===== config.mk =====
export PLATFORM = sky130hd
export DESIGN_NAME = cfg_bit_streamer
export DESIGN_NICKNAME = d
export VERILOG_FILES = /design/src/rtl/cfg_stream_pkg.sv /design/src/rtl/cfg_ctrl_decode.sv /design/src/rtl/cfg_addr_counter.sv /design/src/rtl/cfg_bit_array.sv /design/src/rtl/cfg_bit_streamer.sv
export SDC_FILE = /design/constraint.sdc
export NUM_CORES = 1
export LEC_CHECK = 0
export BUFFER_PORTS_ARGS = -buffer_cell sky130_fd_sc_hd__buf_4
export CAP_MARGIN = 10
export CELL_PAD_IN_SITES_DETAIL_PLACEMENT = 0
export CELL_PAD_IN_SITES_GLOBAL_PLACEMENT = 1
export CORE_ASPECT_RATIO = 1.25
export CORE_MARGIN = 10
export CORE_UTILIZATION = 45
export CTS_CLUSTER_SIZE = 20
export DETAILED_ROUTE_END_ITERATION = 8
export PLACE_DENSITY_LB_ADDON = 0.08
export RECOVER_POWER = 100
export SLEW_MARGIN = 10
export SYNTH_ARGS = -nofsm -noshare
export SYNTH_HDL_FRONTEND = slang
export SYNTH_SLANG_ARGS = --single-unit

===== constraint.sdc =====
create_clock -name clk -period 2 [get_ports clk]
set_input_delay 0.2 -clock clk [delete_from_list [all_inputs] [get_ports clk]]
set_output_delay 0.2 -clock clk [all_outputs]
set_load 0.01 [all_outputs]

===== src/rtl/cfg_stream_pkg.sv =====
package cfg_stream_pkg;

  // decoded meaning of the combined reset / output-enable control
  typedef struct packed {
    logic rst_hit;  // reset level present
    logic oe_hit;   // enable level present
  } ctl_t;

  // pol = 0: low level resets, high level enables; pol = 1: swapped
  function automatic ctl_t decode_ctl(input logic pol, input logic pin);
    ctl_t c;
    c.rst_hit = pol ? pin : ~pin;
    c.oe_hit  = ~c.rst_hit;
    return c;
  endfunction

endpackage


===== src/rtl/cfg_ctrl_decode.sv =====
module cfg_ctrl_decode
  import cfg_stream_pkg::*;
(
  input  logic clk,
  input  logic rst_n,
  input  logic rst_oe,
  input  logic cs_n,
  input  logic pol_wr_en,
  input  logic pol_wr_val,
  output ctl_t ctl,
  output logic chain_first
);

  logic pol_q, pol_d, pol_en;
  logic first_q, first_d, first_en;

  // control meaning follows the stored polarity
  assign ctl = decode_ctl(pol_q, rst_oe);

  always_comb begin
    pol_en   = pol_wr_en;
    pol_d    = pol_wr_val;
    // head-of-chain flag is sampled whenever the reset level is seen
    first_en = ctl.rst_hit;
    first_d  = ~cs_n;
  end

  always_ff @(posedge clk or negedge rst_n) begin
    if (!rst_n) begin
      pol_q   <= 1'b0;
      first_q <= 1'b0;
    end else begin
      if (pol_en)   pol_q   <= pol_d;
      if (first_en) first_q <= first_d;
    end
  end

  assign chain_first = first_q;

endmodule


===== src/rtl/cfg_addr_counter.sv =====
module cfg_addr_counter #(
  parameter int DEPTH_BITS = 64,
  parameter int AW         = $clog2(DEPTH_BITS) + 1
) (
  input  logic          clk,
  input  logic          rst_n,
  input  logic          clr,
  input  logic          adv,
  output logic [AW-1:0] addr_q,
  output logic          exhausted
);

  localparam logic [AW-1:0] END_ADDR = AW'(DEPTH_BITS);

  logic [AW-1:0] addr_d;
  logic          addr_en;

  // the extra counter bit lets END_ADDR mark the delivered-all state
  assign exhausted = (addr_q == END_ADDR);

  always_comb begin
    addr_en = 1'b0;
    addr_d  = addr_q;
    if (clr) begin
      addr_en = 1'b1;
      addr_d  = '0;
    end else if (adv && !exhausted) begin
      addr_en = 1'b1;
      addr_d  = addr_q + 1'b1;
    end
  end

  always_ff @(posedge clk or negedge rst_n) begin
    if (!rst_n)       addr_q <= '0;
    else if (addr_en) addr_q <= addr_d;
  end

endmodule


===== src/rtl/cfg_bit_array.sv =====
module cfg_bit_array #(
  parameter int DEPTH_BITS = 64,
  parameter int AW         = $clog2(DEPTH_BITS) + 1,
  parameter int IW         = $clog2(DEPTH_BITS)
) (
  input  logic          clk,
  input  logic          wr_en,
  input  logic [IW-1:0] wr_addr,
  input  logic          wr_bit,
  input  logic [AW-1:0] rd_addr,
  output logic          rd_bit
);

  localparam logic [AW-1:0] END_ADDR = AW'(DEPTH_BITS);

  logic mem_q [DEPTH_BITS];

  // one storage cell per bit, each with its own write enable
  for (genvar g = 0; g < DEPTH_BITS; g++) begin : g_cell
    logic cell_we;
    assign cell_we = wr_en && (wr_addr == IW'(g));
    always_ff @(posedge clk) begin
      if (cell_we) mem_q[g] <= wr_bit;
    end
  end

  // out-of-range index (exhausted state) reads as zero
  always_comb begin
    rd_bit = 1'b0;
    if (rd_addr < END_ADDR) rd_bit = mem_q[rd_addr[IW-1:0]];
  end

endmodule


===== src/rtl/cfg_bit_streamer.sv =====
module cfg_bit_streamer
  import cfg_stream_pkg::*;
#(
  parameter int DEPTH_BITS = 64,
  localparam int IW        = $clog2(DEPTH_BITS),
  localparam int AW        = IW + 1
) (
  input  logic          clk,
  input  logic          rst_n,
  input  logic          rst_oe,
  input  logic          cs_n,
  input  logic          pol_wr_en,
  input  logic          pol_wr_val,
  input  logic          wr_en,
  input  logic [IW-1:0] wr_addr,
  input  logic          wr_bit,
  output logic          data_o,
  output logic          data_oe,
  output logic          cascade_n,
  output logic          chain_first
);

  logic          rst_meta_q, rst_sync_n;
  ctl_t          ctl;
  logic          rst_hit, oe_hit;
  logic [AW-1:0] addr_q;
  logic          exhausted;
  logic          cnt_adv;

  // asynchronous assertion, synchronous release
  always_ff @(posedge clk or negedge rst_n) begin
    if (!rst_n) begin
      rst_meta_q <= 1'b0;
      rst_sync_n <= 1'b0;
    end else begin
      rst_meta_q <= 1'b1;
      rst_sync_n <= rst_meta_q;
    end
  end

  cfg_ctrl_decode u_ctrl (
    .clk         (clk),
    .rst_n       (rst_sync_n),
    .rst_oe      (rst_oe),
    .cs_n        (cs_n),
    .pol_wr_en   (pol_wr_en),
    .pol_wr_val  (pol_wr_val),
    .ctl         (ctl),
    .chain_first (chain_first)
  );

  assign rst_hit = ctl.rst_hit;
  assign oe_hit  = ctl.oe_hit;
  assign cnt_adv = oe_hit && !cs_n;

  cfg_addr_counter #(.DEPTH_BITS(DEPTH_BITS), .AW(AW)) u_cnt (
    .clk       (clk),
    .rst_n     (rst_sync_n),
    .clr       (rst_hit),
    .adv       (cnt_adv),
    .addr_q    (addr_q),
    .exhausted (exhausted)
  );

  cfg_bit_array #(.DEPTH_BITS(DEPTH_BITS), .AW(AW), .IW(IW)) u_mem (
    .clk     (clk),
    .wr_en   (wr_en),
    .wr_addr (wr_addr),
    .wr_bit  (wr_bit),
    .rd_addr (addr_q),
    .rd_bit  (data_o)
  );

  // drive only while enabled, selected and holding undelivered bits
  assign data_oe   = oe_hit && !cs_n && !exhausted;
  assign cascade_n = !exhausted;

endmodule


==> out/qor.csv <==
metric,value,unit
Max Freq,0.433,GHz
max-cap viol count,0,
Max Slew Vio Count,0,
Non-Filler Instances,397,
CP endpoint kind,output pin,
DRT iter0 DRCs,67,
worst setup margin,-307,ps
busiest grt layer,met2,
GR Util met1,16.7,%
WP data arrival,2110,ps
NumNets Final,316,
Pleak,1.29,nW
CP cell instances,mux4_2 > a22o_1 > a31oi_2 > a311oi_2 > a31o_1 > buf_6,
CP peak stage delay,500,ps
R2R cell count,10,
"Seq/Total Area, Yosys",64.3,%
share of cells above drive strength 1,19.3,%
hold crit path type,input port to flip-flop,
Switching Share,24.0,%
initial antenna violation count,0,
post-placement cell count,374,
DP Wirelength,5240,um
row cnt,35,
M2 GR Usage,20.8,%
Worst slew margin,27.9,%
WP data required,1800,ps
"area leader, netlist",edfxtp_1,
grt total ovfl,0,
post-route ant nets,0,
"FF+latch count, synth",75,
Worst-path clk slew,80,ps
grt met3 use,3.52,%
Die X,97.9,um
die area,11500,um2
outcome,"finished, violations left",
Tot GR Track Use,13.3,%
slowest cell on the critical path,mux4_2,
RSZ-0062 raised after global routing,yes,
area of the mapped netlist,3420,um2
dominant synthesized flop cell,edfxtp_1,
Net Sw Power,0.000800,W
Gate Count Post-Synth,266,
Clock Path Buffers,2,
most frequent cell after synthesis,nor2_1,
vias in the first global route,2237,
core box area,7400,um2
TritonCTS buffer count,9,
Reg power frac,52.4,%
drt pass-1 iters,4,
Comb power frac,14.0,%
VDD IR max,0.399,mV
failing checks,setup timing,
Hold Path Stages,2,
Fin. Hold Viols,0,
"Buf+Inv Stages, Crit Path",1,
Worst-Margin Slew,1080,ps
drt wl/cell,18.5,um
Levels on crit path,6,
Clock Skews,5.12,ps
ant diodes,0,
Ports,18,
CTS root buffer,clkbuf_8,
DRT Wirelength,7360,um
via-per-instance ratio,5.28,
number of flops mapped to enable cells by yosys,64,
Initial Util,46.2,%
Pint,0.00253,W
CP max FO,4,
via count,2096,
TritonCTS clock tree,built,
H-tree depth,3,
largest net degree at the start of global routing,65,
drc violations,0,
I/O Buffers,17,
fin crit period,2310,ps
Overall Power,0.00333,W
CP startpoint kind,flip-flop,
Syn Nets,282,
critical path type,flip-flop to output pin,
syn avg cell area,12.8,um2
Async SR Flop Fraction,14.7,%
top post-synthesis cells by area,"edfxtp_1 (56%), nor2_1 (8.6%), dfrtp_1 (8.1%)",
Clock Power Share,33.7,%
Post-synth top cells,"nor2_1 (78), edfxtp_1 (64), nand2_1 (15)",
endpoints failing setup,2,
Netlist cell types,37,
Top delay family on crit path,compound AO/OA/AOI/OAI gates,
gp weighted congestion,0.793,
Tcrit/Tclk final,115,%
Syn. warnings,0,
Yosys top cell area share,56.2,%
Synth-to-Final Area Change,16.3,%
first-pass GRT wire length,12200,um
"Clk Latency, worst-skew pair",350,ps
# clock sinks,75,
PwrDens,839,nW/um2
Die Height,117,um
r2r setup slk,200,ps
[flip-flops by register name, indices dropped and copies added, names as in the netlist]
register and cells:
rst_sync_n 1, u_cnt.addr_q 7, u_ctrl.chain_first 1, u_ctrl.pol_q 1
u_mem.mem_q 64, rst_meta_q 1
[stage by stage]
stage                     hold WS [ps]  cell area [um2]  setup TNS [ps]  setup WS, ps  util, %
final                             62.3             3980            -401          -307     53.7
after global routing              47.3             3980            -584          -411     53.7
after CTS                         44.0             3890            -524          -337     52.5
after detailed placement         -16.5             3690               0          14.5     49.8
after global placement           -16.5             3690               0          27.4     49.8
after floorplan                  -95.6             3420               0           178        -
[what timing repair did]
action / in CTS / in global routing
endpoints found under the hold margin: 2 / 0
gates resized for setup: 3 / 11
pin swaps: 0 / 5
cloned: 0 / 1
endpoints found under the setup margin: 2 / 2
hold buffers: 1 / 0
setup buffers: 0 / 5
[power by group through the flow]
| stage | sequential [W] | clock [W] | combinational (W) |
|---|---|---|---|
| 2_1_floorplan | 0.00177 | 0 | 0.000266 |
| 3_3_place_gp | 0.00178 | 0 | 0.000408 |
| 3_5_place_dp | 0.00178 | 0 | 0.000409 |
| 4_1_cts | 0.00174 | 0.00115 | 0.000417 |
| 5_1_grt | 0.00175 | 0.00122 | 0.000511 |
| 6_report | 0.00175 | 0.00112 | 0.000465 |
[worst reg2reg max path, stage by stage (launching register included)]
cell and delay (ps):
dfrtp_2 450, buf_12 160, clkbuf_16 150, buf_4 140, inv_2 80, ha_4 130, a41oi_1 120, buf_4 180
nand2_1 70, xor2_1 140, nor2_1 50
[layer usage]
layer | vias to the layer above | wire [um]
met2 | 35 | 3520
met1 | 1026 | 3430
met4 | 0 | 133
met5 | - | 0
li1 | 1025 | -
met3 | 10 | 268
[cell families after synthesis]
kind of cell	after synthesis	share of synthesized area [%]
AND/OR/NAND/NOR	124	15.8
flip-flops	75	64.3
multiplexers	25	11.1
AO/OA/AOI/OAI	17	3.63
buffers and inverters	16	2.78
XOR/XNOR	6	1.54
adder cells (fa/ha/maj)	2	0.732
other	1	0.110
[area by class of cell]
| type | count | area [um2] |
|---|---|---|
| well taps | 92 | 115 |
| multi-input cells | 175 | 1150 |
| inverters | 4 | 15.0 |
| fillers | 650 | 3430 |
| clock inverters | 5 | 53.8 |
| clock buffers | 11 | 131 |
| flip-flops and latches | 75 | 2200 |
| repair buffers | 35 | 308 |
[final timing paths]
path	end	start
min in group asynchronous	rst_sync_n	rst_n
max in group asynchronous	u_cnt.addr_q[2]	rst_sync_n
setup reg to reg	u_cnt.addr_q[2]	u_cnt.addr_q[1]
hold reg to reg	u_ctrl.chain_first	rst_sync_n
hold / removal	u_ctrl.chain_first	cs_n
setup / recovery	data_o	u_cnt.addr_q[0]
[cells in the final DEF, fill, tap and decap left out, types with 4 or more instances in the layout]
| cell type | n |
|---|---|
| nor2_1 | 78 |
| edfxtp_1 | 64 |
| nor2b_1 | 8 |
| nand3_1 | 11 |
| clkbuf_1 | 9 |
| dfrtp_1 | 8 |
| clkbuf_8 | 9 |
| mux2i_1 | 14 |
| buf_12 | 4 |
| nand2_1 | 15 |
| mux4_2 | 10 |
| buf_4 | 20 |
| a22oi_1 | 6 |
No activity file was read; power rests on OpenSTA's default activity.
